**src/rtl/pwr_tx_pkg.sv**
```systemverilog
package pwr_tx_pkg;
  typedef enum logic [1:0] {
    PS_FULL    = 2'b00,
    PS_STANDBY = 2'b01,
    PS_LOWIDLE = 2'b10,
    PS_DEEP    = 2'b11
  } pstate_t;

  typedef enum logic {
    SEQ_IDLE = 1'b0,
    SEQ_RUN  = 1'b1
  } seq_t;
endpackage

```
**src/rtl/pwr_state_map.sv**
```systemverilog
module pwr_state_map
  import pwr_tx_pkg::*;
(
  input  logic [1:0] pwr_state,
  input  logic       req_loop,
  input  logic       req_detect,
  input  logic       req_beacon,
  output logic       in_full,
  output logic       in_lowidle,
  output logic       in_deep,
  output logic       illegal
);
  pstate_t st;
  always_comb begin
    st         = pstate_t'(pwr_state);
    in_full    = (st == PS_FULL);
    in_lowidle = (st == PS_LOWIDLE);
    in_deep    = (st == PS_DEEP);
    illegal    = (req_loop   && !in_full)    ||
                 (req_detect && !in_lowidle) ||
                 (req_beacon && !in_deep);
  end
endmodule

```
**src/rtl/pwr_detect_seq.sv**
```systemverilog
module pwr_detect_seq
  import pwr_tx_pkg::*;
#(
  parameter int unsigned DET_TIMEOUT = 255
) (
  input  logic clk,
  input  logic rst_n,
  input  logic in_lowidle,
  input  logic start,
  input  logic status_valid,
  output logic busy_nxt,
  output logic done_q,
  output logic timeout_q
);
  localparam int unsigned CW = (DET_TIMEOUT < 2) ? 1 : $clog2(DET_TIMEOUT);
  localparam logic [CW-1:0] LAST = CW'(DET_TIMEOUT - 1);

  seq_t          st_q, st_d;
  logic [CW-1:0] cnt_q, cnt_d;
  logic          done_d, timeout_d;
  logic          cnt_en;

  always_comb begin
    st_d      = st_q;
    cnt_d     = cnt_q;
    cnt_en    = 1'b0;
    done_d    = 1'b0;
    timeout_d = 1'b0;
    unique case (st_q)
      SEQ_IDLE: begin
        if (in_lowidle && start) begin
          st_d   = SEQ_RUN;
          cnt_d  = '0;
          cnt_en = 1'b1;
        end
      end
      SEQ_RUN: begin
        if (!in_lowidle) begin
          st_d = SEQ_IDLE;
        end else if (status_valid) begin
          st_d   = SEQ_IDLE;
          done_d = 1'b1;
        end else if (cnt_q == LAST) begin
          st_d      = SEQ_IDLE;
          done_d    = 1'b1;
          timeout_d = 1'b1;
        end else begin
          cnt_d  = cnt_q + 1'b1;
          cnt_en = 1'b1;
        end
      end
      default: st_d = SEQ_IDLE;
    endcase
    busy_nxt = (st_d == SEQ_RUN);
  end

  always_ff @(posedge clk or negedge rst_n) begin
    if (!rst_n) begin
      st_q      <= SEQ_IDLE;
      done_q    <= 1'b0;
      timeout_q <= 1'b0;
    end else begin
      st_q      <= st_d;
      done_q    <= done_d;
      timeout_q <= timeout_d;
    end
  end

  always_ff @(posedge clk or negedge rst_n) begin
    if (!rst_n)      cnt_q <= '0;
    else if (cnt_en) cnt_q <= cnt_d;
  end

  p_status_ends_detect_r7: assert property (@(posedge clk) disable iff (!rst_n)
    (st_q == SEQ_RUN && in_lowidle && status_valid) |=> (done_q && !timeout_q && st_q == SEQ_IDLE));
  p_timeout_ends_detect_r8: assert property (@(posedge clk) disable iff (!rst_n)
    (st_q == SEQ_RUN && in_lowidle && !status_valid && cnt_q == LAST) |=> (done_q && timeout_q));
  p_leave_cancels_detect_r10: assert property (@(posedge clk) disable iff (!rst_n)
    (!in_lowidle) |=> (st_q == SEQ_IDLE && !done_q));
  p_no_restart_r11: assert property (@(posedge clk) disable iff (!rst_n)
    (st_q == SEQ_RUN && in_lowidle && !status_valid && cnt_q != LAST) |=> (cnt_q == $past(cnt_q) + 1'b1));
endmodule

```
**src/rtl/pwr_beacon_tmr.sv**
```systemverilog
module pwr_beacon_tmr
  import pwr_tx_pkg::*;
#(
  parameter int unsigned BEACON_LEN = 16
) (
  input  logic clk,
  input  logic rst_n,
  input  logic in_deep,
  input  logic start,
  output logic active_nxt
);
  localparam int unsigned CW = (BEACON_LEN < 2) ? 1 : $clog2(BEACON_LEN);
  localparam logic [CW-1:0] LAST = CW'(BEACON_LEN - 1);

  seq_t          st_q, st_d;
  logic [CW-1:0] cnt_q, cnt_d;
  logic          cnt_en;

  always_comb begin
    st_d   = st_q;
    cnt_d  = cnt_q;
    cnt_en = 1'b0;
    unique case (st_q)
      SEQ_IDLE: begin
        if (in_deep && start) begin
          st_d   = SEQ_RUN;
          cnt_d  = '0;
          cnt_en = 1'b1;
        end
      end
      SEQ_RUN: begin
        if (!in_deep || cnt_q == LAST) begin
          st_d = SEQ_IDLE;
        end else begin
          cnt_d  = cnt_q + 1'b1;
          cnt_en = 1'b1;
        end
      end
      default: st_d = SEQ_IDLE;
    endcase
    active_nxt = (st_d == SEQ_RUN);
  end

  always_ff @(posedge clk or negedge rst_n) begin
    if (!rst_n) st_q <= SEQ_IDLE;
    else        st_q <= st_d;
  end

  always_ff @(posedge clk or negedge rst_n) begin
    if (!rst_n)      cnt_q <= '0;
    else if (cnt_en) cnt_q <= cnt_d;
  end

  p_beacon_window_r9: assert property (@(posedge clk) disable iff (!rst_n)
    (st_q == SEQ_RUN && cnt_q == LAST) |=> (st_q == SEQ_IDLE));
  p_leave_cancels_beacon_r10: assert property (@(posedge clk) disable iff (!rst_n)
    (!in_deep) |=> (st_q == SEQ_IDLE));
endmodule

```
**src/rtl/pwr_tx_ctrl.sv**
```systemverilog
module pwr_tx_ctrl
  import pwr_tx_pkg::*;
#(
  parameter int unsigned DET_TIMEOUT = 255,
  parameter int unsigned BEACON_LEN  = 16
) (
  input  logic       clk,
  input  logic       rst_n,
  input  logic [1:0] pwr_state,
  input  logic       req_loop,
  input  logic       req_detect,
  input  logic       req_beacon,
  input  logic       detect_status_valid,
  output logic       tx_detect_loop,
  output logic       tx_elec_idle,
  output logic       illegal_req,
  output logic       detect_done,
  output logic       detect_timeout
);
  logic in_full, in_lowidle, in_deep, illegal_now;
  logic det_busy_nxt, bcn_active_nxt;
  logic dl_d, idle_d;

  pwr_state_map u_map (
    .pwr_state  (pwr_state),
    .req_loop   (req_loop),
    .req_detect (req_detect),
    .req_beacon (req_beacon),
    .in_full    (in_full),
    .in_lowidle (in_lowidle),
    .in_deep    (in_deep),
    .illegal    (illegal_now)
  );

  pwr_detect_seq #(.DET_TIMEOUT(DET_TIMEOUT)) u_det (
    .clk          (clk),
    .rst_n        (rst_n),
    .in_lowidle   (in_lowidle),
    .start        (req_detect),
    .status_valid (detect_status_valid),
    .busy_nxt     (det_busy_nxt),
    .done_q       (detect_done),
    .timeout_q    (detect_timeout)
  );

  pwr_beacon_tmr #(.BEACON_LEN(BEACON_LEN)) u_bcn (
    .clk        (clk),
    .rst_n      (rst_n),
    .in_deep    (in_deep),
    .start      (req_beacon),
    .active_nxt (bcn_active_nxt)
  );

  always_comb begin
    dl_d   = 1'b0;
    idle_d = 1'b1;
    if (in_full) begin
      dl_d   = req_loop;
      idle_d = 1'b0;
    end else if (in_lowidle) begin
      dl_d   = det_busy_nxt;
    end else if (in_deep) begin
      idle_d = !bcn_active_nxt;
    end
  end

  always_ff @(posedge clk or negedge rst_n) begin
    if (!rst_n) begin
      tx_detect_loop <= 1'b1;
      tx_elec_idle   <= 1'b1;
      illegal_req    <= 1'b0;
    end else begin
      tx_detect_loop <= dl_d;
      tx_elec_idle   <= idle_d;
      illegal_req    <= illegal_now;
    end
  end

  p_full_idle_low_r2: assert property (@(posedge clk) disable iff (!rst_n)
    (pwr_state == 2'b00) |=> (!tx_elec_idle && tx_detect_loop == $past(req_loop)));
  p_dl_low_r3_r5: assert property (@(posedge clk) disable iff (!rst_n)
    (pwr_state[0]) |=> (!tx_detect_loop));
  p_idle_high_r4: assert property (@(posedge clk) disable iff (!rst_n)
    (pwr_state == 2'b01 || pwr_state == 2'b10) |=> tx_elec_idle);
  p_illegal_loop_r6: assert property (@(posedge clk) disable iff (!rst_n)
    (req_loop && pwr_state != 2'b00) |=> illegal_req);
  p_timeout_has_done_r8: assert property (@(posedge clk) disable iff (!rst_n)
    detect_timeout |-> detect_done);
endmodule

```
**config.mk**
```make
export PLATFORM = sky130hd
export DESIGN_NAME = pwr_tx_ctrl
export DESIGN_NICKNAME = d
export VERILOG_FILES = /design/src/rtl/pwr_tx_pkg.sv /design/src/rtl/pwr_state_map.sv /design/src/rtl/pwr_detect_seq.sv /design/src/rtl/pwr_beacon_tmr.sv /design/src/rtl/pwr_tx_ctrl.sv
export SDC_FILE = /design/constraint.sdc
export NUM_CORES = 1
export LEC_CHECK = 0
export BUFFER_PORTS_ARGS = -buffer_cell sky130_fd_sc_hd__buf_2
export CORE_MARGIN = 5
export CORE_UTILIZATION = 55
export DETAILED_ROUTE_END_ITERATION = 7
export PLACE_DENSITY_LB_ADDON = 0.3
export SETUP_SLACK_MARGIN = 0.5
export SYNTH_ARGS = -nofsm -noshare
export SYNTH_HDL_FRONTEND = slang
export SYNTH_SLANG_ARGS = --single-unit
```
**constraint.sdc**
```tcl
create_clock -name clk -period 2.11 [get_ports clk]
set_clock_uncertainty 0.1 [all_clocks]
set_input_delay 0.211 -clock clk [delete_from_list [all_inputs] [get_ports clk]]
set_output_delay 0.211 -clock clk [all_outputs]
set_load 0.03 [all_outputs]
```
==> results.yml <==
routing:
  wire_per_inst_um: 14.2
  via_per_inst: 5.93
  routed_wl_um: 2100
  postRouteAntennaNets: 0
  num_vias: 878
  first_iter_violations: 23
  dr.pass1.iters: 4
  drc_errors: 0
cells_and_area:
  fillers: 125
  area_delta_synth_final_pct: 17.8
  nets: 135
  final_common_cell: "dfrtp_1"
  design_area_sq_um: 1180
  regArea_sq_um: 479
  drive_gt1_frac: 0.285
  diodes: 0
  multiInputGateArea_sq_um: 500
  fin_util: 0.681
  layout_common_cells: "16 x dfrtp_1, 12 x buf_2, 11 x nand2_1"
logic_synthesis:
  ys_ff_latch: 19
  synth_nets: 113
  synth_enable_flop_cells: 0
  synthArstFlopShare: 1.00
  synth.cell_area_sq_um: 998
  yosysSeqAreaShare: 0.479
  synthFlopType: "dfrtp_1"
  synth.distinct_cells: 38
  syn_inst: 102
  avgSynthCellArea_sq_um: 9.79
  ys_warn_count: 0
die:
  die_h_um: 52.6
  die_width_um: 52.6
  dieArea_sq_um: 2770
  core_sq_um: 1730
  io_pins: 13
  start_util: 0.578
  fp-row-count: 15
global_routing:
  grt_pass1_wl_um: 3540
  grt_pass1_vias: 838
  grt_max_degree: 20
  track_usage: 0.173
  grt-ovfl-total: 0
  antenna_found_initial: 0
timing:
  tns_ns: 0
  hold_viol_final: 0
  fin_crit_sh: 0.757
  rsz0062_at_grt: "true"
  relSlewSlack: 0.700
  post-route-min-period_ns: 1.60
  finalSetupViolCount: 0
  slew_viol_final: 0
  timing.final.ws_setup_ns: 0.513
  max_freq_mhz: 626
  worst_pin_slew_ns: 0.445
  hold_ws_ns: 0.0318
critical_path:
  crit_top_cell: "buf_4"
  critPathArrivalTime_ns: 1.69
  path_cells: "buf_4 -> buf_4 -> and4_1 -> nand2_1 -> and3_1 -> a211o_1"
  critPathMaxFanout: 3
  cp.required_ns: 2.20
  end_kind: "register"
  cp_top_family: "simple AND/OR/NAND/NOR gates"
  critPathSlowestCell: "dfrtp_1"
  cp_slowest_stage_delay_ns: 0.38
  cp-start-kind: "register"
  worstPathBufferInverterCount: 2
  path_class: "reg2reg"
clock_network:
  root_buffer: "clkbuf_4"
  clock_latency_ns: 0.29
  cts.sinks: 19
  cts_buffers: 3
  tritoncts: "done"
  clk_path_buf_depth: 2
  cts.clk_slew.worst_paths_ns: 0.10
  ctsHtreeMaxLevel: 1
placement:
  gp_congestion: 0.762
  preCtsSetupSlack_ns: 0.389
  placed_area_sq_um: 1070
  port_buffers: 12
  hpwl_um: 1390
job:
  cap_violations: 0
power:
  power_leakage_nw: 0.538
  cellPowerDensity_nw_per_um2: 578
  ir_drop_uv: 363
outcome:
  outcome: "finished clean"
min_path:
  hold_class: "in2reg"
kinds of logic (layout without fill, tap and decap cells):
kind of cell               after synthesis  after routing  synth area share
DFF                                     19             19             0.479
and+or+nand+nor                         42             42             0.232
buffers and inverters                    7             28            0.0338
muxes                                    2              2            0.0201
adders and majority gates                3              3            0.0376
AOI/OAI and AO/OA                       29             29             0.198
routing by layer:
metal | global-route usage | vias up | wire, um
met1 | 0.216 | 412 | 915
met5 | 0 | - | 0
met4 | 0.0979 | 0 | 91
li1 | - | 411 | -
met2 | 0.279 | 41 | 954
met3 | 0.0285 | 14 | 136
through the flow:
| stage | std cells | power (W) |
|---|---|---|
| global placement | 137 | 0.000488 |
| floorplan | 102 | 0.000460 |
| detailed placement | 137 | 0.000491 |
| global route | 148 | 0.000726 |
| CTS | 147 | 0.000682 |
| finish | 148 | 0.000679 |
final cells by class:
type                    count  area share
multi-input cells          76       0.426
flip-flops and latches     19       0.407
inverters                   5      0.0181
repair buffers             19       0.100
clock buffers               4      0.0223
well taps                  25      0.0266
sequential cells by signal (all words and copies together), names as in the netlist:
signal,flops
u_det.st_q,1
illegal_req,1
u_det.done_q,1
u_det.cnt_q,8
u_bcn.cnt_q,4
u_det.timeout_q,1
tx_elec_idle,1
tx_detect_loop,1
u_bcn.st_q,1
path summary, 6_finish.rpt:
kind,depth (start not counted),slack (ns),end,start
setup / recovery,6,0.51,u_det.cnt_q[5]$_DFFE_PN0P_,u_det.cnt_q[0]$_DFFE_PN0P_
hold / removal,2,0.03,tx_detect_loop$_DFF_PN1_,pwr_state[0]
setup reg to reg,6,0.51,u_det.cnt_q[5]$_DFFE_PN0P_,u_det.cnt_q[0]$_DFFE_PN0P_
hold reg to reg,1,0.45,u_det.cnt_q[6]$_DFFE_PN0P_,u_det.cnt_q[6]$_DFFE_PN0P_
max in group asynchronous,2,1.32,tx_detect_loop$_DFF_PN1_,rst_n
min in group asynchronous,2,0.27,u_bcn.st_q$_DFF_PN0_,rst_n
power breakdown:
| part | total (W) | internal (W) | switching, W |
|---|---|---|---|
| sequential | 0.000402 | 0.000385 | 0.0000175 |
| combinational | 0.0000966 | 0.0000420 | 0.0000546 |
| clock | 0.000181 | 0.0000736 | 0.000107 |
| total | 0.000679 | 0.000500 | 0.000179 |
cell usage after synthesis (3+ instances only):
cell type | n | share of area
o21ai_0 | 6 | 0.030
ha_1 | 3 | 0.038
dfrtp_1 | 17 | 0.43
nor2_1 | 7 | 0.026
a21oi_1 | 9 | 0.045
nand3_1 | 5 | 0.025
inv_1 | 4 | 0.015
nand2_1 | 11 | 0.041
and3_1 | 3 | 0.019
timing repair:
item,CTS,global route
hold buffers,2,0
gates resized for setup,1,4
setup endpoints to repair,7,9
cloned,0,0
pin swaps,2,2
setup buffers,4,1
endpoints found under the hold margin,18,0
No activity file was read; power rests on OpenSTA's default activity.
